--- config.mk ---
export PLATFORM = sky130hd
export DESIGN_NAME = xc_l2_tags
export DESIGN_NICKNAME = d
export VERILOG_FILES = /design/src/rtl/xc_rank_upd.sv /design/src/rtl/xc_l2_tags.sv
export SDC_FILE = /design/constraint.sdc
export NUM_CORES = 1
export LEC_CHECK = 0
export BUFFER_PORTS_ARGS = -buffer_cell sky130_fd_sc_hd__clkbuf_2
export CAP_MARGIN = 25
export CORE_MARGIN = 2
export CORE_UTILIZATION = 40
export DETAILED_ROUTE_END_ITERATION = 10
export GPL_TIMING_DRIVEN = 0
export PLACE_DENSITY = 0.56
export SLEW_MARGIN = 25
export SYNTH_ARGS = -nofsm -noshare
export SYNTH_HDL_FRONTEND = slang
export SYNTH_SLANG_ARGS = --single-unit
--- constraint.sdc ---
create_clock -name clk -period 5.9 [get_ports clk]
set_clock_uncertainty 0.15 [all_clocks]
set_input_delay 0.59 -clock clk [delete_from_list [all_inputs] [get_ports clk]]
set_output_delay 0.59 -clock clk [all_outputs]
set_load 0.01 [all_outputs]
--- src/rtl/xc_rank_upd.sv ---
// Recency rank update: the touched way becomes rank 0, ways that were
// younger than it move one rank older, older ways keep their rank.
module xc_rank_upd #(
   parameter int WAYS = 2,
   parameter int IW   = 1
) (
   input  logic [WAYS-1:0][IW-1:0] rank_i,
   input  logic [IW-1:0]           touch_i,
   output logic [WAYS-1:0][IW-1:0] rank_o
);

   logic [IW-1:0] touched_rank;

   always_comb begin
      touched_rank = '0;
      for (int w = 0; w < WAYS; w++) begin
         if (touch_i == IW'(w)) touched_rank = rank_i[w];
      end
   end

   for (genvar gw = 0; gw < WAYS; gw++) begin : g_way
      always_comb begin
         if (touch_i == IW'(gw))
            rank_o[gw] = '0;
         else if (rank_i[gw] < touched_rank)
            rank_o[gw] = rank_i[gw] + IW'(1);
         else
            rank_o[gw] = rank_i[gw];
      end
   end

endmodule

--- src/rtl/xc_l2_tags.sv ---
// Second level: filled only by first-level victims, FIFO replacement,
// entries removed when promoted. Empty slots are kept as invalid ways.
module xc_l2_tags #(
   parameter int BLK_W    = 14,
   parameter int SETS_LOG = 2,
   parameter int WAYS     = 4
) (
   input  logic             clk,
   input  logic             rst_n,
   input  logic             look_en,
   input  logic [BLK_W-1:0] look_blk_i,
   output logic             hit_o,
   input  logic             ins_en,
   input  logic [BLK_W-1:0] ins_blk_i
);

   localparam int SETS = 1 << SETS_LOG;
   localparam int SW   = (SETS_LOG > 0) ? SETS_LOG : 1;
   localparam int IW   = (WAYS > 1) ? $clog2(WAYS) : 1;

   logic [BLK_W-1:0]          tag_q [SETS][WAYS];
   logic [WAYS-1:0]           vld_q [SETS];
   logic [WAYS-1:0][IW-1:0]   rank_q [SETS];

   logic [SW-1:0]             look_set, ins_set;
   logic [WAYS-1:0]           hit_vec, ins_row;
   logic [IW-1:0]             hit_way, free_way, old_way, ins_way;
   logic                      has_free, take;
   logic [WAYS-1:0][IW-1:0]   rank_nxt;

   if (SETS_LOG == 0) begin : g_single_set
      assign look_set = '0;
      assign ins_set  = '0;
   end else begin : g_multi_set
      assign look_set = look_blk_i[SETS_LOG-1:0];
      assign ins_set  = ins_blk_i[SETS_LOG-1:0];
   end

   always_comb begin
      hit_vec = '0;
      hit_way = '0;
      for (int w = 0; w < WAYS; w++) begin
         hit_vec[w] = vld_q[look_set][w] && (tag_q[look_set][w] == look_blk_i);
         if (hit_vec[w]) hit_way = IW'(w);
      end
   end

   assign hit_o = |hit_vec;
   assign take  = look_en && hit_o;

   // Occupancy of the insertion set as it stands after this cycle's removal.
   always_comb begin
      ins_row = vld_q[ins_set];
      if (take && (ins_set == look_set)) ins_row[hit_way] = 1'b0;
      has_free = 1'b0;
      free_way = '0;
      old_way  = '0;
      for (int w = 0; w < WAYS; w++) begin
         if (!ins_row[w] && !has_free) begin
            has_free = 1'b1;
            free_way = IW'(w);
         end
         if (rank_q[ins_set][w] == IW'(WAYS-1)) old_way = IW'(w);
      end
   end

   assign ins_way = has_free ? free_way : old_way;

   xc_rank_upd #(.WAYS(WAYS), .IW(IW)) u_rank (
      .rank_i  (rank_q[ins_set]),
      .touch_i (ins_way),
      .rank_o  (rank_nxt)
   );

   always_ff @(posedge clk) begin
      if (!rst_n) begin
         for (int s = 0; s < SETS; s++) begin
            vld_q[s] <= '0;
            for (int w = 0; w < WAYS; w++) begin
               tag_q[s][w]  <= '0;
               rank_q[s][w] <= IW'(w);
            end
         end
      end else begin
         if (take) vld_q[look_set][hit_way] <= 1'b0;
         if (ins_en) begin
            tag_q[ins_set][ins_way] <= ins_blk_i;
            vld_q[ins_set][ins_way] <= 1'b1;
            rank_q[ins_set]         <= rank_nxt;
         end
      end
   end

endmodule

# Yosys cells after proc, flatten, opt, wreduce, memory -nomap -nowiden
# Memories as Yosys holds them, arrays and structs flattened.
# Cells that the tools add are included.
# totals
regBits	0
ram_bits	272
input_bits	32
output_inout_bits	1
wordCells	108
n_memories	3
# classes
add_sub_neg	4
order_cmp	10
eq_ne	11
n_mux	54
bitwise	3
reduce_logical	23
# mem_list
name	words	word_bits	read_ports	rd_clocked_by_memory_dff	wr	line	text
tag_q	4	56	1	0	4	xc_l2_tags.sv:21	logic [BLK_W-1:0] tag_q [SETS][WAYS];
rank_q	4	8	1	0	4	xc_l2_tags.sv:23	logic [WAYS-1:0][IW-1:0] rank_q [SETS];
vld_q	4	4	2	0	4	xc_l2_tags.sv:22	logic [WAYS-1:0] vld_q [SETS];
# op_table
cell	n
$mux 56	3
$eq 14x14->1	4
$reduce_or 56->1	1
$mux 2	23
$demux 14 s2	1
$mux 4	7
$mux 1	16
$mux 14	1
$logic_and 1x1->1	12
$reduce_or 4->1	3
$eq 2x2->1 const B	5
$add 2x1->2 const B	4
$lt 2x2->1	4
$mux 8	1
$reduce_or 8->1	1
$lt 2x3->1 const B	2
$logic_not 1->1	5
$and 4x4->4	1
$demux 1 s2	2
$ge 2x1->1 const B	2
$not 4->4	1
$ge 3x3->1 const B	1
$lt 3x1->1 const B	1
$not 2->3	1
3 further kinds	3

# Depth between registers and ports, before layout
# Gate-level depths: netlist of the first run.
# An unclocked memory read counts as a cell.
# logic_depth
ltp_word	32
depth_mapped	23
mapped_depth_nobuf	18

# Hierarchy
# A second synthesis of the first run with hierarchy kept.
# unflattened
hier_cells	1000
hier_area_um2	13132.6
# modules_own_cells
module	n_inst	cells_per_inst	area_per_inst_um2	seq_area_each_um2
xc_l2_tags	1	961	12809.8	8007.7
xc_rank_upd	1	39	322.8	0.0

# Worst setup path before layout of the first run
# OpenSTA, ideal clock, no wires.
# synth_path
kind	input to register
from	input ins_blk_i[0]
to	memory rank_q[0][7] (netlist bit) (data pin)
setup_ns	0.265
arrival_time_ns	4.730
slack_ns	0.755
stages	19
n_path_buf	3
cell_sequence	buf_1 > clkbuf_1 > mux4_2 > ha_1 > nand2b_1 > nor2_1 > nand2_1 > a31oi_1 > nand2b_1 > clkbuf_1 > o211ai_1 > o21ai_0 > ha_1 > nor2_1 > nor2b_1 > o21ai_0 > a21oi_1 > a311oi_2 > nand2_1
# synth_lines
item	line	text
start: declaration	xc_l2_tags.sv:14	input logic [BLK_W-1:0] ins_blk_i
end: declaration	xc_l2_tags.sv:23	

==> results of run 1 <==
final cells by class:
class                   count  area (um^2)
fillers                  3083        18200
flip-flops and latches    272         8010
multi-input cells         712         5320
clock buffers              42          806
well taps                 448          561
plain buffers              94          429
repair buffers             30          205
clock inverters            12         70.1
inverters                  14         52.6
diodes                      1         2.50
cells in the final DEF, fill, tap and decap left out, types with 13 or more instances in the layout:
| cell | n |
|---|---|
| nand4_1 | 15 |
| mux4_2 | 38 |
| dfxtp_1 | 16 |
| conb_1 | 16 |
| inv_1 | 14 |
| nor3_1 | 13 |
| and3_1 | 194 |
| xnor2_1 | 53 |
| o21ai_0 | 18 |
| and2_1 | 13 |
| edfxtp_1 | 256 |
| clkbuf_16 | 30 |
| nand2b_1 | 20 |
| nor2_1 | 56 |
| a21oi_1 | 14 |
| clkbuf_2 | 27 |
| buf_6 | 15 |
| clkbuf_1 | 77 |
| nand2_1 | 65 |
| mux2i_1 | 43 |
final timing paths:
| check | end | startpoint | slack [ns] | depth (start not counted) |
|---|---|---|---|---|
| max | rank_q[3][5] | look_blk_i[0] | 0.31 | 20 |
| min | vld_q[0][3] | look_en | 0.30 | 4 |
| max reg2reg | rank_q[3][5] | tag_q[3][41] | 0.46 | 19 |
| min reg2reg | vld_q[3][2] | vld_q[3][2] | 0.34 | 1 |
layer usage:
layer,routed length (um),vias up
met5,0,-
met4,1590,0
met3,3540,82
met2,20000,440
met1,18600,4785
li1,-,4229
power by group through the flow:
stage          Clock [uW]  Sequential (uW)  Combinational (uW)
2_1_floorplan           0             2240                 301
3_3_place_gp            0             2250                 465
3_5_place_dp            0             2250                 478
4_1_cts              1740             2210                 480
5_1_grt              1800             2220                 519
6_report             1710             2210                 488
what timing repair did:
action / in CTS / in global routing
buffers inserted: 0 / 1
hold endpoints to repair: 0 / 0
pin swaps: 0 / 1
gates resized for setup: 4 / 18
endpoints found under the setup margin: 29 / 21
per-stage QoR:
stage | cell area (um^2) | worst slack [ns] | TNS, ns | util (%)
finish | 15500 | 0.309 | 0 | 46.0
global route | 15500 | 0.00695 | 0 | 46.0
CTS | 15400 | 0.0265 | 0 | 45.8
detailed placement | 14500 | -1.06 | -26.24 | 43.2
global placement | 14400 | -1.19 | -135.83 | 42.8
floorplan | 13700 | 0.755 | 0 | -
state kept, by name, indices dropped and copies added (netlist names):
signal	cells
vld_q	16
rank_q	32
tag_q	224
cells by family after synthesis:
| kind of cell | synth area share (%) |
|---|---|
| compound gates | 4.94 |
| xor+xnor | 4.10 |
| fa+ha+maj | 0.641 |
| buf+inv | 3.52 |
| flops | 58.6 |
| mux | 10.1 |
| other cells | 0.0274 |
| simple gates | 18.1 |
worst reg2reg max path, stage by stage (launching register included):
cell and delay, ns:
edfxtp_1 0.36, mux4_2 0.52, xnor2_1 0.23, nand2_1 0.08, nor4b_1 0.54, and4_1 0.42
nor4_1 0.13, nand2b_1 0.18, a21oi_1 0.28, clkbuf_2 0.35, a22oi_1 0.17, o211ai_1 0.13
o21ai_0 0.25, ha_1 0.41, o21ai_0 0.24, nor2_1 0.06, o21ai_0 0.08, o21ai_0 0.14
a211oi_2 0.33, nand2_1 0.09
==> impl_metrics.env, run 1 <==
export IMPL_fp_dieH_um=189
export IMPL_synth_area_per_cell_um2=12.6
export IMPL_grt_max_degree=20
export IMPL_min_path_type="in2reg"
export IMPL_viasPerCell=5.87
export IMPL_worstSetupEndpointType="flop"
export IMPL_p_int_uw=3290
export IMPL_gp_routability_congestion=0.932
export IMPL_path_cells="buf_6, buf_6, buf_6, mux2i_1, xnor2_1, a2111oi_1, o22ai_1, nor4_1, o21bai_1, nand3b_1, nand2b_1, clkbuf_2, o21ai_0, ha_1, o21ai_0, nor2_1, o21ai_0, o21ai_0, a211oi_2, nand2_1"
export IMPL_ys_flop_type="edfxtp_1"
export IMPL_areaGrowthSynthToFinish_pct=13.0
export IMPL_start_kind="input port"
export IMPL_rows=67
export IMPL_track_usage_pct=24.6
export IMPL_drv_slew=0
export IMPL_numCtsBuffers=30
export IMPL_grt_pass1_vias=9312
export IMPL_synth_commonest_cells="256 x edfxtp_1, 194 x and3_1, 75 x clkbuf_1"
export IMPL_clock_path_buffers=3
export IMPL_status="finished, final reports clean"
export IMPL_rsz0062_at_grt="false"
export IMPL_die_w_um=189
export IMPL_ys_seq_area_share_pct=58.6
export IMPL_routedWlPerCell_um=27.0
export IMPL_insertion_delay_ns=0.57
export IMPL_worstSetupPathType="in2reg"
export IMPL_core_area_um2=33600
export IMPL_cp_arrival_ns=5.71
export IMPL_leakage_uw=0.00611
export IMPL_grt_busiest_layer="met2"
export IMPL_peakVddDrop_mv=0.230
export IMPL_switchingPower_uw=1120
export IMPL_cpMostUsedCell="o21ai_0"
export IMPL_die_area_um2=35700
export IMPL_cp_num_buf_inv=4
export IMPL_drv_cap=0
export IMPL_hold_slack_ns=0.305
export IMPL_layout_min_cycle_time_ns=5.59
export IMPL_gr_total_overflow=0
export IMPL_required_ns=6.02
export IMPL_clk_pin_slew_ns=0.06
export IMPL_yosysMostFrequentCell="edfxtp_1"
export IMPL_layout_drive_gt1_share_pct=13.9
export IMPL_finalSetupViolCount=0
export IMPL_slowest_stage="o21ai_0"
export IMPL_syn_cell_area_um2=13700
export IMPL_cp_slowest_stage_delay_ns=0.52
export IMPL_yosysUniqueCellTypes=71
export IMPL_synth_async_reset_ratio_pct=0
export IMPL_port_buffers=20
export IMPL_cts_tree="built"
export IMPL_cts_sinks=272
export IMPL_grt_pass1_wl_um=63600
export IMPL_htreeDepth=1
export IMPL_synth_top_area_share_pct=56.2
export IMPL_detail_route_antenna_nets=0
export IMPL_ys_warn_count=0
export IMPL_synthTopCellsByArea="edfxtp_1 56%, and3_1 8.9%, mux4_2 6.3%"
export IMPL_cts_root_buf="clkbuf_16"
export IMPL_relSlewSlack_pct=34.6
export IMPL_start_util_pct=40.7
export IMPL_synth_edf_count=256
export IMPL_cp_top_family="compound AO/OA/AOI/OAI gates"
export IMPL_powerDensity_nw_per_um2=285
export IMPL_remaining_drc_errors=0
export IMPL_use_met2_pct=38.1
export IMPL_drt_iter0_markers=994
export IMPL_netlist_instances=1081
export IMPL_grtUsageMet3_pct=4.52
export IMPL_ys_ff_latch=272
export IMPL_routed_wl_um=43800
export IMPL_p_sw_share_pct=25.4
export IMPL_via_count=9536
export IMPL_combinationalPowerShare_pct=11.1
export IMPL_ctsHoldBuffers=0
export IMPL_drtPass1Iterations=5
export IMPL_tightest_slew_ns=0.982
export IMPL_seqPwrFrac_pct=50.1
export IMPL_antenna_found_initial=1
export IMPL_stdcell_count=1625
export IMPL_pwr_share_clk_pct=38.8
export IMPL_crit_fanout=10
export IMPL_grt_use_met1_pct=34.9
export IMPL_finalCritPeriodShare_pct=94.8
export IMPL_totalPowerFinal_uw=4410
export IMPL_layout_nets=1193
export IMPL_yosys_area_top_type="edfxtp_1"
export IMPL_hold_violations=0
export IMPL_hpwl_um=31200
export IMPL_io_pin_count=33
export IMPL_fmax_mhz=179
export IMPL_placedCellCount=1573
Power figures use the tool's default switching activity.
==> run 2, diff against run 1 <==
- CORE_UTILIZATION: 40 -> 35
- PLACE_DENSITY: 0.56 -> 0.51
==> run 2 against run 1 <==
Clock power up 9%. Critical endpoint is now rank_q[0][7]. Total power grew 3.7%. Fmax up 1.1%. Hold slack worse by 0.012 ns. Highest routed layer unchanged. Register-to-register slack gained 0.14 ns. Critical path type unchanged. Utilization down 5.5 points. Sequential cell count unchanged. First-iteration DRC count decreased by 11%. Sequential power about the same.
==> impl_metrics.env, run 2 (same netlist as run 1, synthesis figures left out) <==
export IMPL_min_path_type="in2reg"
export IMPL_gp_routability_congestion=0.883
export IMPL_clk_pin_slew_ns=0.06
export IMPL_final_cell_mix="256 x edfxtp_1, 194 x and3_1, 74 x clkbuf_1, 65 x nand2_1, 56 x nor2_1"
export IMPL_drt_iter0_markers=889
export IMPL_gr_total_overflow=0
export IMPL_cts_sinks=272
export IMPL_insertion_delay_ns=0.59
export IMPL_regMostFlops="tag_q"
export IMPL_cts_tree="built"
export IMPL_die_w_um=202
export IMPL_fillers=3687
export IMPL_r2r_start="tag_q[3][40]"
export IMPL_via_count=9475
export IMPL_grt_pass1_vias=9431
export IMPL_cpMostUsedCell="buf_6"
export IMPL_rows=72
export IMPL_register_area_um2=8010
export IMPL_hpwl_um=32500
export IMPL_largest_reg_flops=224
export IMPL_layout_nets=1195
export IMPL_htreeDepth=1
export IMPL_hold_violations=0
export IMPL_cts_root_buf="clkbuf_16"
export IMPL_drv_slew=0
export IMPL_fp_dieH_um=202
export IMPL_track_usage_pct=22.4
export IMPL_routedWlPerCell_um=26.7
export IMPL_largestRegisters="tag_q: 224 flops, rank_q: 32 flops, vld_q: 16 flops"
export IMPL_viasPerCell=5.58
export IMPL_hold_path_depth=4
export IMPL_die_area_um2=40700
export IMPL_reg2reg_to="rank_q[0][7]"
export IMPL_port_buffers=20
export IMPL_finalSetupViolCount=0
export IMPL_grt_busiest_layer="met2"
export IMPL_stdcell_count=1699
export IMPL_finalCritPeriodShare_pct=93.7
export IMPL_drtPass1Iterations=5
export IMPL_min_to="vld_q[0][3]"
export IMPL_cp_top_family="compound AO/OA/AOI/OAI gates"
export IMPL_relSlewSlack_pct=35.0
export IMPL_cp_slowest_stage_delay_ns=0.56
export IMPL_clock_path_buffers=3
export IMPL_hold_slack_ns=0.292
export IMPL_setup_tns_ns=0
export IMPL_numCtsBuffers=31
export IMPL_grtUsageMet3_pct=3.64
export IMPL_tightest_slew_ns=0.975
export IMPL_worstSetupEndpointType="flop"
export IMPL_drv_cap=0
export IMPL_remaining_drc_errors=0
export IMPL_slowest_stage="a211o_1"
export IMPL_antenna_found_initial=2
export IMPL_path_cells="buf_6, buf_6, buf_6, buf_6, mux2i_1, xnor2_1, a211oi_1, nor2_1, nor4_1, o31ai_1, a211o_1, a22oi_1, o211ai_1, o21ai_1, ha_1, nor2_1, nor2b_1, o21ai_0, a21oi_1, a311oi_2, nand2_1"
export IMPL_layout_drive_gt1_share_pct=14.2
export IMPL_final_common_cell="edfxtp_1"
export IMPL_routed_wl_um=45400
export IMPL_grt_pass1_wl_um=66300
export IMPL_use_met2_pct=35.7
export IMPL_powerDensity_nw_per_um2=293
export IMPL_required_ns=6.05
export IMPL_cp_num_buf_inv=4
export IMPL_grt_use_met1_pct=31.6
export IMPL_ff2ff_setup_slack_ns=0.60
export IMPL_leakage_uw=0.00617
export IMPL_reg2regPathDepth=19
export IMPL_start_util_pct=35.4
export IMPL_fmax_mhz=181
export IMPL_peakVddDrop_mv=0.224
export IMPL_placedCellCount=1643
export IMPL_cp_arrival_ns=5.68
export IMPL_grt_max_degree=17
export IMPL_ctsHoldBuffers=0
export IMPL_io_pin_count=33
export IMPL_detail_route_antenna_nets=0
export IMPL_crit_fanout=12
export IMPL_start_kind="input port"
export IMPL_multi_input_area_um2=5320
export IMPL_status="finished, final reports clean"
export IMPL_core_area_um2=38600
export IMPL_areaGrowthSynthToFinish_pct=14.4
export IMPL_layout_min_cycle_time_ns=5.53
export IMPL_hp_start="look_en"
export IMPL_worstSetupPathType="in2reg"
==> run 2: worst max-delay path by stage <==
stage                        from            to  slack [ns]  cells after the start
detailed placement  look_blk_i[1]  rank_q[0][7]       -1.21                     20
floorplan            ins_blk_i[0]  rank_q[0][7]        0.76                     19
global route        look_blk_i[1]  rank_q[0][5]     -0.0002                     22
global placement     ins_blk_i[0]  tag_q[1][16]       -1.27                     13
finish              look_blk_i[0]  rank_q[0][7]        0.37                     21
CTS                 look_blk_i[0]  rank_q[0][7]        0.05                     22
==> run 2: final cells by class <==
type                    instances  share of cell area, %
diodes                          1                 0.0160
plain buffers                  94                   2.72
clock buffers                  38                   5.13
clock inverters                19                   1.02
inverters                      14                  0.336
multi-input cells             712                   34.1
flip-flops and latches        272                   51.2
well taps                     518                   4.15
repair buffers                 31                   1.36
==> run 2: per-layer routing <==
| layer | wire length (um) | part of all wire (%) |
|---|---|---|
| met1 | 20400 | 45 |
| met4 | 1360 | 3.0 |
| met2 | 20800 | 46 |
| met3 | 2820 | 6.2 |
| met5 | 0 | 0 |
==> run 2: through the flow <==
step                utilization [%]  power [uW]  cell area [um^2]  setup slack (ns)
finish                         40.5        4580             15600             0.372
global route                   40.4        4700             15600         -0.000222
CTS                            40.3        4590             15600            0.0486
detailed placement             37.8        2740             14600             -1.21
global placement               37.5        2730             14500             -1.27
floorplan                         -        2540             13700             0.755
==> run 2: worst reg2reg max path, stage by stage, from the launching register on <==
cell and delay, ns:
edfxtp_1 0.39, mux4_2 0.52, xnor2_1 0.20, nand2_1 0.09, nor4b_1 0.49, and4_1 0.43
a32o_1 0.16, o21ai_1 0.09, a21oi_1 0.32, clkbuf_2 0.34, a22oi_1 0.15, o211ai_1 0.12
o21ai_1 0.21, ha_1 0.37, nor2_1 0.19, nor2b_1 0.10, o21ai_0 0.08, a21oi_1 0.09
a311oi_2 0.38, nand2_1 0.11
==> run 2: timing repair <==
action	in CTS	in global routing
endpoints found under the setup margin	32	28
pin swaps	0	2
gates resized for setup	5	15
setup buffers	0	2
==> run 2: power breakdown <==
part / internal [uW] / switching, uW
sequential: 2190 / 22.5
clock: 1050 / 819
combinational: 158 / 335
